<file path="src/rtl/blkxfer_pkg.sv">
package blkxfer_pkg;

    typedef enum logic [1:0] {
        SEQ_IDLE  = 2'd0,
        SEQ_MOVE  = 2'd1,
        SEQ_CLOSE = 2'd2
    } seq_state_t;

    // Resolved addressing mode: direction of travel and adjust-before-access.
    typedef struct packed {
        logic incr;
        logic pre;
    } addr_mode_t;

endpackage

</file>
<file path="src/rtl/blkxfer_mode_map.sv">
module blkxfer_mode_map
    import blkxfer_pkg::*;
(
    input  logic [1:0] mode_code,
    input  logic       stack_names,
    input  logic       is_load,
    output addr_mode_t amode
);
    // Stack form: bit1 ascending, bit0 full.
    // A push (store) goes the way the stack grows; full means adjust first.
    // A pop (load) undoes the push, so both senses invert.
    always_comb begin
        if (stack_names && is_load) begin
            amode.incr = ~mode_code[1];
            amode.pre  = ~mode_code[0];
        end else begin
            amode.incr = mode_code[1];
            amode.pre  = mode_code[0];
        end
    end
endmodule

</file>
<file path="src/rtl/blkxfer_lowbit.sv">
module blkxfer_lowbit #(
    parameter int NREG = 16,
    localparam int IW  = $clog2(NREG)
) (
    input  logic [NREG-1:0] vec,
    output logic [IW-1:0]   idx
);
    // Scan downward so the lowest set bit is the last assignment.
    always_comb begin
        idx = '0;
        for (int i = NREG - 1; i >= 0; i--) begin
            if (vec[i]) idx = IW'(i);
        end
    end
endmodule

</file>
<file path="src/rtl/blkxfer_popcount.sv">
module blkxfer_popcount #(
    parameter int NREG = 16,
    localparam int CW  = $clog2(NREG + 1)
) (
    input  logic [NREG-1:0] vec,
    output logic [CW-1:0]   count
);
    always_comb begin
        count = '0;
        for (int i = 0; i < NREG; i++) begin
            count = count + CW'(vec[i]);
        end
    end
endmodule

</file>
<file path="src/rtl/blkxfer_addr_plan.sv">
module blkxfer_addr_plan
    import blkxfer_pkg::*;
#(
    parameter int AW         = 32,
    parameter int CW         = 5,
    parameter int WORD_BYTES = 4
) (
    input  logic [AW-1:0] base,
    input  logic [CW-1:0] count,
    input  addr_mode_t    amode,
    output logic [AW-1:0] first_addr,
    output logic [AW-1:0] final_base
);
    localparam logic [AW-1:0] STEP = AW'(WORD_BYTES);

    logic [AW-1:0] span;

    always_comb begin
        span = AW'(count) * STEP;
        if (amode.incr) begin
            first_addr = amode.pre ? base + STEP : base;
            final_base = base + span;
        end else begin
            // Lowest register sits at the lowest address of the block.
            first_addr = amode.pre ? base - span : base - span + STEP;
            final_base = base - span;
        end
    end
endmodule

</file>
<file path="src/rtl/blkxfer_seq.sv">
module blkxfer_seq
    import blkxfer_pkg::*;
#(
    parameter int AW         = 32,
    parameter int NREG       = 16,
    parameter int WORD_BYTES = 4,
    localparam int IW        = $clog2(NREG),
    localparam int CW        = $clog2(NREG + 1),
    localparam int PC_IDX    = NREG - 1
) (
    input  logic            clk,
    input  logic            rst_n,
    input  logic            start,
    input  logic [AW-1:0]   base,
    input  logic [NREG-1:0] reg_list,
    input  logic [1:0]      mode,
    input  logic            stack_names,
    input  logic            wback,
    input  logic            is_load,
    input  logic            user_bank,
    output logic            xfer_valid,
    output logic [AW-1:0]   xfer_addr,
    output logic [IW-1:0]   xfer_reg,
    output logic            xfer_load,
    output logic            xfer_user,
    output logic            done,
    output logic            base_we,
    output logic [AW-1:0]   new_base,
    output logic            status_restore
);
    localparam logic [AW-1:0] STEP = AW'(WORD_BYTES);

    seq_state_t      state, state_nx;
    addr_mode_t      amode;
    logic [CW-1:0]   req_count;
    logic [AW-1:0]   plan_first, plan_final;
    logic [IW-1:0]   pend_low;
    logic [NREG-1:0] pend_list, pend_rest;
    logic [AW-1:0]   cur_addr, base_q, final_q;
    logic            wback_q, load_q, user_q, restore_q;
    logic            accept;

    blkxfer_mode_map u_map (
        .mode_code  (mode),
        .stack_names(stack_names),
        .is_load    (is_load),
        .amode      (amode)
    );

    blkxfer_popcount #(.NREG(NREG)) u_count (
        .vec  (reg_list),
        .count(req_count)
    );

    blkxfer_addr_plan #(.AW(AW), .CW(CW), .WORD_BYTES(WORD_BYTES)) u_plan (
        .base      (base),
        .count     (req_count),
        .amode     (amode),
        .first_addr(plan_first),
        .final_base(plan_final)
    );

    blkxfer_lowbit #(.NREG(NREG)) u_low (
        .vec(pend_list),
        .idx(pend_low)
    );

    assign accept    = (state == SEQ_IDLE) && start;
    assign pend_rest = pend_list & (pend_list - NREG'(1));

    // Next-state selection.
    always_comb begin
        state_nx = state;
        unique case (state)
            SEQ_IDLE:  if (start) state_nx = (|reg_list) ? SEQ_MOVE : SEQ_CLOSE;
            SEQ_MOVE:  if (pend_rest == '0) state_nx = SEQ_CLOSE;
            SEQ_CLOSE: state_nx = SEQ_IDLE;
            default:   state_nx = SEQ_IDLE;
        endcase
    end

    // State register.
    always_ff @(posedge clk or negedge rst_n) begin
        if (!rst_n) state <= SEQ_IDLE;
        else        state <= state_nx;
    end

    // Request context and walking address.
    always_ff @(posedge clk or negedge rst_n) begin
        if (!rst_n) begin
            pend_list <= '0;
            cur_addr  <= '0;
            base_q    <= '0;
            final_q   <= '0;
            wback_q   <= 1'b0;
            load_q    <= 1'b0;
            user_q    <= 1'b0;
            restore_q <= 1'b0;
        end else if (accept) begin
            pend_list <= reg_list;
            cur_addr  <= plan_first;
            base_q    <= base;
            final_q   <= plan_final;
            wback_q   <= wback;
            load_q    <= is_load;
            user_q    <= user_bank & ~reg_list[PC_IDX];
            restore_q <= is_load & user_bank & reg_list[PC_IDX];
        end else if (state == SEQ_MOVE) begin
            pend_list <= pend_rest;
            cur_addr  <= cur_addr + STEP;
        end
    end

    // Outputs by state.
    always_comb begin
        xfer_valid     = 1'b0;
        xfer_addr      = cur_addr;
        xfer_reg       = pend_low;
        xfer_load      = load_q;
        xfer_user      = 1'b0;
        done           = 1'b0;
        base_we        = 1'b0;
        new_base       = wback_q ? final_q : base_q;
        status_restore = 1'b0;
        unique case (state)
            SEQ_IDLE: ;
            SEQ_MOVE: begin
                xfer_valid = 1'b1;
                xfer_user  = user_q;
            end
            SEQ_CLOSE: begin
                done           = 1'b1;
                base_we        = wback_q;
                status_restore = restore_q;
            end
            default: ;
        endcase
    end

    // Consecutive transfers of one request step by one word.
    assert_addr_step_R2: assert property (@(posedge clk) disable iff (!rst_n)
        (xfer_valid && $past(xfer_valid)) |-> (xfer_addr == $past(xfer_addr) + STEP));

    // Register indices strictly rise within a request.
    assert_reg_order_R1: assert property (@(posedge clk) disable iff (!rst_n)
        (xfer_valid && $past(xfer_valid)) |-> (xfer_reg > $past(xfer_reg)));

    // Bank qualifier stays fixed across a request.
    assert_user_steady_R8: assert property (@(posedge clk) disable iff (!rst_n)
        (xfer_valid && $past(xfer_valid)) |-> $stable(xfer_user));

    // Completion is a single-cycle pulse, never overlapping a transfer.
    assert_done_pulse_R6: assert property (@(posedge clk) disable iff (!rst_n)
        done |=> !done);
    assert_done_excl_R6: assert property (@(posedge clk) disable iff (!rst_n)
        !(done && xfer_valid));
    assert_base_we_R6: assert property (@(posedge clk) disable iff (!rst_n)
        base_we |-> done);

    // Status restore only with completion and only after a load.
    assert_restore_R9: assert property (@(posedge clk) disable iff (!rst_n)
        status_restore |-> (done && xfer_load));

    // A new transfer stream cannot begin straight after completion.
    assert_close_to_idle_R10: assert property (@(posedge clk) disable iff (!rst_n)
        done |=> !xfer_valid);

endmodule

</file>
<file path="config.mk">
export PLATFORM = sky130hd
export DESIGN_NAME = blkxfer_seq
export DESIGN_NICKNAME = d
export VERILOG_FILES = /design/src/rtl/blkxfer_pkg.sv /design/src/rtl/blkxfer_mode_map.sv /design/src/rtl/blkxfer_lowbit.sv /design/src/rtl/blkxfer_popcount.sv /design/src/rtl/blkxfer_addr_plan.sv /design/src/rtl/blkxfer_seq.sv
export SDC_FILE = /design/constraint.sdc
export NUM_CORES = 1
export LEC_CHECK = 0
export ABC_AREA = 1
export BUFFER_PORTS_ARGS = -buffer_cell sky130_fd_sc_hd__clkbuf_2
export CAP_MARGIN = 25
export CORE_MARGIN = 3
export CORE_UTILIZATION = 45
export DETAILED_ROUTE_END_ITERATION = 12
export PLACE_DENSITY = 0.67
export SYNTH_ARGS = -nofsm -noshare
export SYNTH_HDL_FRONTEND = slang
export SYNTH_SLANG_ARGS = --single-unit
</file>
<file path="constraint.sdc">
create_clock -name clk -period 2.1 [get_ports clk]
set_input_delay 0.21 -clock clk [delete_from_list [all_inputs] [get_ports clk]]
set_output_delay 0.21 -clock clk [all_outputs]
set_load 0.01 [all_outputs]
</file>
==> key figures <==
Status
  – Failing checks: negative setup slack
  – Status: finished, violations left

Synthesis
  – Top FF cell, synth: dfrtp_1
  – Netlist Area Pre-Place: about 0.010 sq mm
  – Cells after Synth: 1633
  – Most instantiated cells after synthesis: nand2_1, nor2_1, inv_1
  – Number of enable flip-flop cells after synthesis: 0
  – Number of synthesis warnings: 0
  – Largest family of logic cells by synthesized area: simple AND/OR/NAND/NOR gates
  – Cell with the most instances after synthesis: nand2_1
  – Distinct cell type count after synthesis: between 50 and 60
  – Most area-consuming cells after synthesis: dfrtp_1, nand2_1, nor2_1
  – Post-synth top area share: 27.8%
  – Net Count, Synth: between 1500 and 2000
  – Synth Area in Adders: 4.82%
  – Multiplexer area fraction after synthesis: 0%
  – Top cell type by total area after synthesis: dfrtp_1
  – Synth Area in Compound Gates: 14.7%
  – Syn Area/Cell: 6.39 sq um
  – Synth Register Bits: 116
  – Synth Area in XOR/XNOR: 4.03%
  – Sequential cell area fraction in the yosys report: ~28%
  – Post-synthesis simple-gate area fraction: 38.1%
  – Synth async-reset ratio: between 90% and 100%

STA
  – Final worst slack: -3.24 ns
  – Unrepaired setup endpoints after global routing: true
  – Slew Limit Fails: 0
  – Worst slew margin: a little under three fifths
  – Final hold viol count: 0
  – Fin crit share: 254%
  – Fin crit period: about 5.3 ns
  – Hold slack: 0.0133 ns
  – Least-Margin Pin Slew: 0.642 ns
  – # setup viols final: 60
  – Setup Skew: 0.0151 ns
  – F_max: ~190 MHz

Clocking
  – CTS tree: built
  – Num Clock Sinks: approximately 120
  – Total CTS buffers: 17
  – Clock Pin Slew Worst Setup and Hold Paths: around 0.070 ns
  – Worst-skew pair later-pin latency: 0.44 ns
  – Clock root cell: clkbuf_16
  – Clk buf depth: 2
  – CTS H-tree depth: 4

Routing
  – Post-route DRC: 0
  – DR vias/cell: 5.47
  – Vias: 13100
  – WL/cell: roughly 19 microns
  – Routed WL: 46400 microns
  – Initial DRC Count: around 1300
  – Final ANT Viol Nets: 0
  – Drt pass-1 iters: 5

Floorplan
  – Starting Density: 46.0%
  – IO Count: 131
  – FP Rows: 55
  – Die H: 158 microns
  – Die width: 158 microns
  – Die area: between 0.02 and 0.03 sq mm
  – Core Area: 0.0227 sq mm

Power and ir drop
  – Pint: approximately 0.011 W
  – Net Sw Power: a little over 0.01 W
  – VDD IR-drop max: 1250 uV
  – Clock share of power: 14.3%
  – Logic gate share of total power: between 60% and 70%
  – Register share of total power: 19.1%
  – Cell Pwr Density: 1330 mW/mm^2
  – Switching portion of total power: 47.3%
  – Leakage power: 7.95 nW

Finish
  – Number of diodes: 0
  – Share of layout cells above drive strength 1: 41.2%
  – Post-route non-filler standard cell count: 2404
  – Area grow syn2layout: 54.0%
  – Final #Nets: 2196
  – Design area: 0.0161 sq mm
  – Finished Core Util: 70.8%

Placed design
  – Setup WS pre-CTS: -3.90 ns
  – Placed cell area: 0.0141 sq mm
  – Detail Placement HPWL: 35600 microns
  – DP Cell Count: 2328
  – GPL Wtd Cong: 1.03
  – IO buf count: 130

GRT
  – Largest net degree at the start of global routing: 49
  – Global-route usage over all layers: 36.3%
  – Vias in the first global route: 12200
  – Initial antenna violation count: 0
  – GR Overflow Total: 0
  – First-pass GRT wire length: 69200 microns

Min path
  – HP Start: base[1]
  – Hold crit path type: in2reg

Worst setup path
  – Crit. Startpoint: reg_list[1]
  – CP Capture Type: register
  – Worst Path Arrival: 5.66 ns
  – Worst Path Required: 2.42 ns
  – CP Max Fanout: 3
  – Critical Path Start Type: input pin
  – RR Startpoint: xfer_addr[2]
  – WS Path Type: in2reg
  – Flop-to-flop setup slack: -0.27 ns

Flow run
  – Max-cap violations: 0
==> power groups by stage <==
stage	combinational, W	clock [W]	sequential [W]
3_3_place_gp	0.0112	0	0.00405
3_5_place_dp	0.0114	0	0.00408
2_1_floorplan	0.00642	0	0.00414
6_report	0.0142	0.00305	0.00407
4_1_cts	0.0126	0.00306	0.00404
5_1_grt	0.0154	0.00316	0.00420
==> cell families (layout without fill, tap and decap cells) <==
| logic type | count (synthesis) | after routing |
|---|---|---|
| buf+inv | 273 | 759 |
| fa+ha+maj | 33 | 33 |
| compound gates | 271 | 271 |
| xor+xnor | 45 | 45 |
| flops | 116 | 116 |
| simple gates | 895 | 895 |
==> cell usage in the layout (no fill, tap or decap), drive strengths merged, types with 2 or more instances in the layout <==
| cell | count |
|---|---|
| fa | 12 |
| clkbuf | 145 |
| clkinv | 5 |
| nor2 | 219 |
| a21oi | 63 |
| xor2 | 36 |
| nand3 | 98 |
| nand3b | 2 |
| and3 | 3 |
| or2 | 3 |
| nor3 | 24 |
| o221ai | 15 |
| buf | 390 |
| nand2 | 500 |
| o31ai | 3 |
| o21ai | 134 |
| dlygate4sd3 | 3 |
| o211ai | 13 |
| xnor2 | 9 |
| inv | 214 |
| nor4 | 14 |
| o21a | 2 |
| dfrtp | 116 |
| ha | 21 |
| o22ai | 6 |
| a31oi | 31 |
| nand4 | 29 |
==> stage by stage <==
step / total power [W] / TNS (ns)
floorplan: 0.0106 / -162.17
global placement: 0.0152 / -202.42
detailed placement: 0.0155 / -207.04
CTS: 0.0197 / -172.68
global route: 0.0227 / -186.42
finish: 0.0213 / -177.70
==> per-layer routing <==
| layer | GRT usage (%) | up-vias | share of wire, % |
|---|---|---|---|
| met3 | 5.06 | 105 | 7.4 |
| met4 | 10.6 | 0 | 3.3 |
| met2 | 58.4 | 616 | 46 |
| met5 | 0 | - | 0 |
| met1 | 51.3 | 6183 | 44 |
| li1 | - | 6237 | - |
==> cell type report <==
class                           instances  area (sq um)
Clock buffer                           17           425
Clock inverter                         15           158
Fill cell                            1930          6630
Inverter                              206           810
Multi-Input combinational cell       1244          7590
Sequential cell                       116          2900
Tap cell                              285           357
Timing Repair Buffer                  521          3840
==> registers in the layout (all words and copies together), names as in the netlist <==
name / count
user_q: 1
restore_q: 1
state: 2
wback_q: 1
base_q: 32
pend_list: 16
final_q: 30
xfer_addr: 32
xfer_load: 1
==> final timing paths <==
| kind | to | depth (start not counted) |
|---|---|---|
| setup reg to reg | xfer_addr[30] | 13 |
| hold / removal | base_q[1] | 3 |
| hold reg to reg | xfer_addr[1] | 2 |
| max in group asynchronous | base_q[10] | 3 |
| min in group asynchronous | xfer_addr[20] | 2 |
| setup / recovery | xfer_addr[16] | 27 |
==> worst max-delay path, stage by stage <==
cell and delay [ns]:
clkbuf_16 0.12, inv_12 0.03, ha_4 0.25, inv_2 0.03, fa_1 0.49, fa_1 0.43
fa_1 0.52, fa_1 0.44, fa_2 0.42, fa_2 0.58, inv_2 0.07, fa_2 0.38
nor2_4 0.15, nand2_2 0.11, nand2_4 0.10, nand2_4 0.06, nand2_4 0.07, nand4_1 0.12
buf_4 0.17, nor3_4 0.18, nand2_2 0.12, nor2_2 0.11, nand2_1 0.06, nand2_1 0.06
nand4_1 0.18, nand3_1 0.15, nand2_1 0.05
==> repair_timing <==
action,in CTS,in global routing
gates cloned,0,0
resized for setup,134,143
endpoints found under the hold margin,34,0
setup buffers,25,20
pin swaps,51,99
setup endpoints to repair,61,61
hold buffers,3,0
Power figures use the tool's default switching activity.
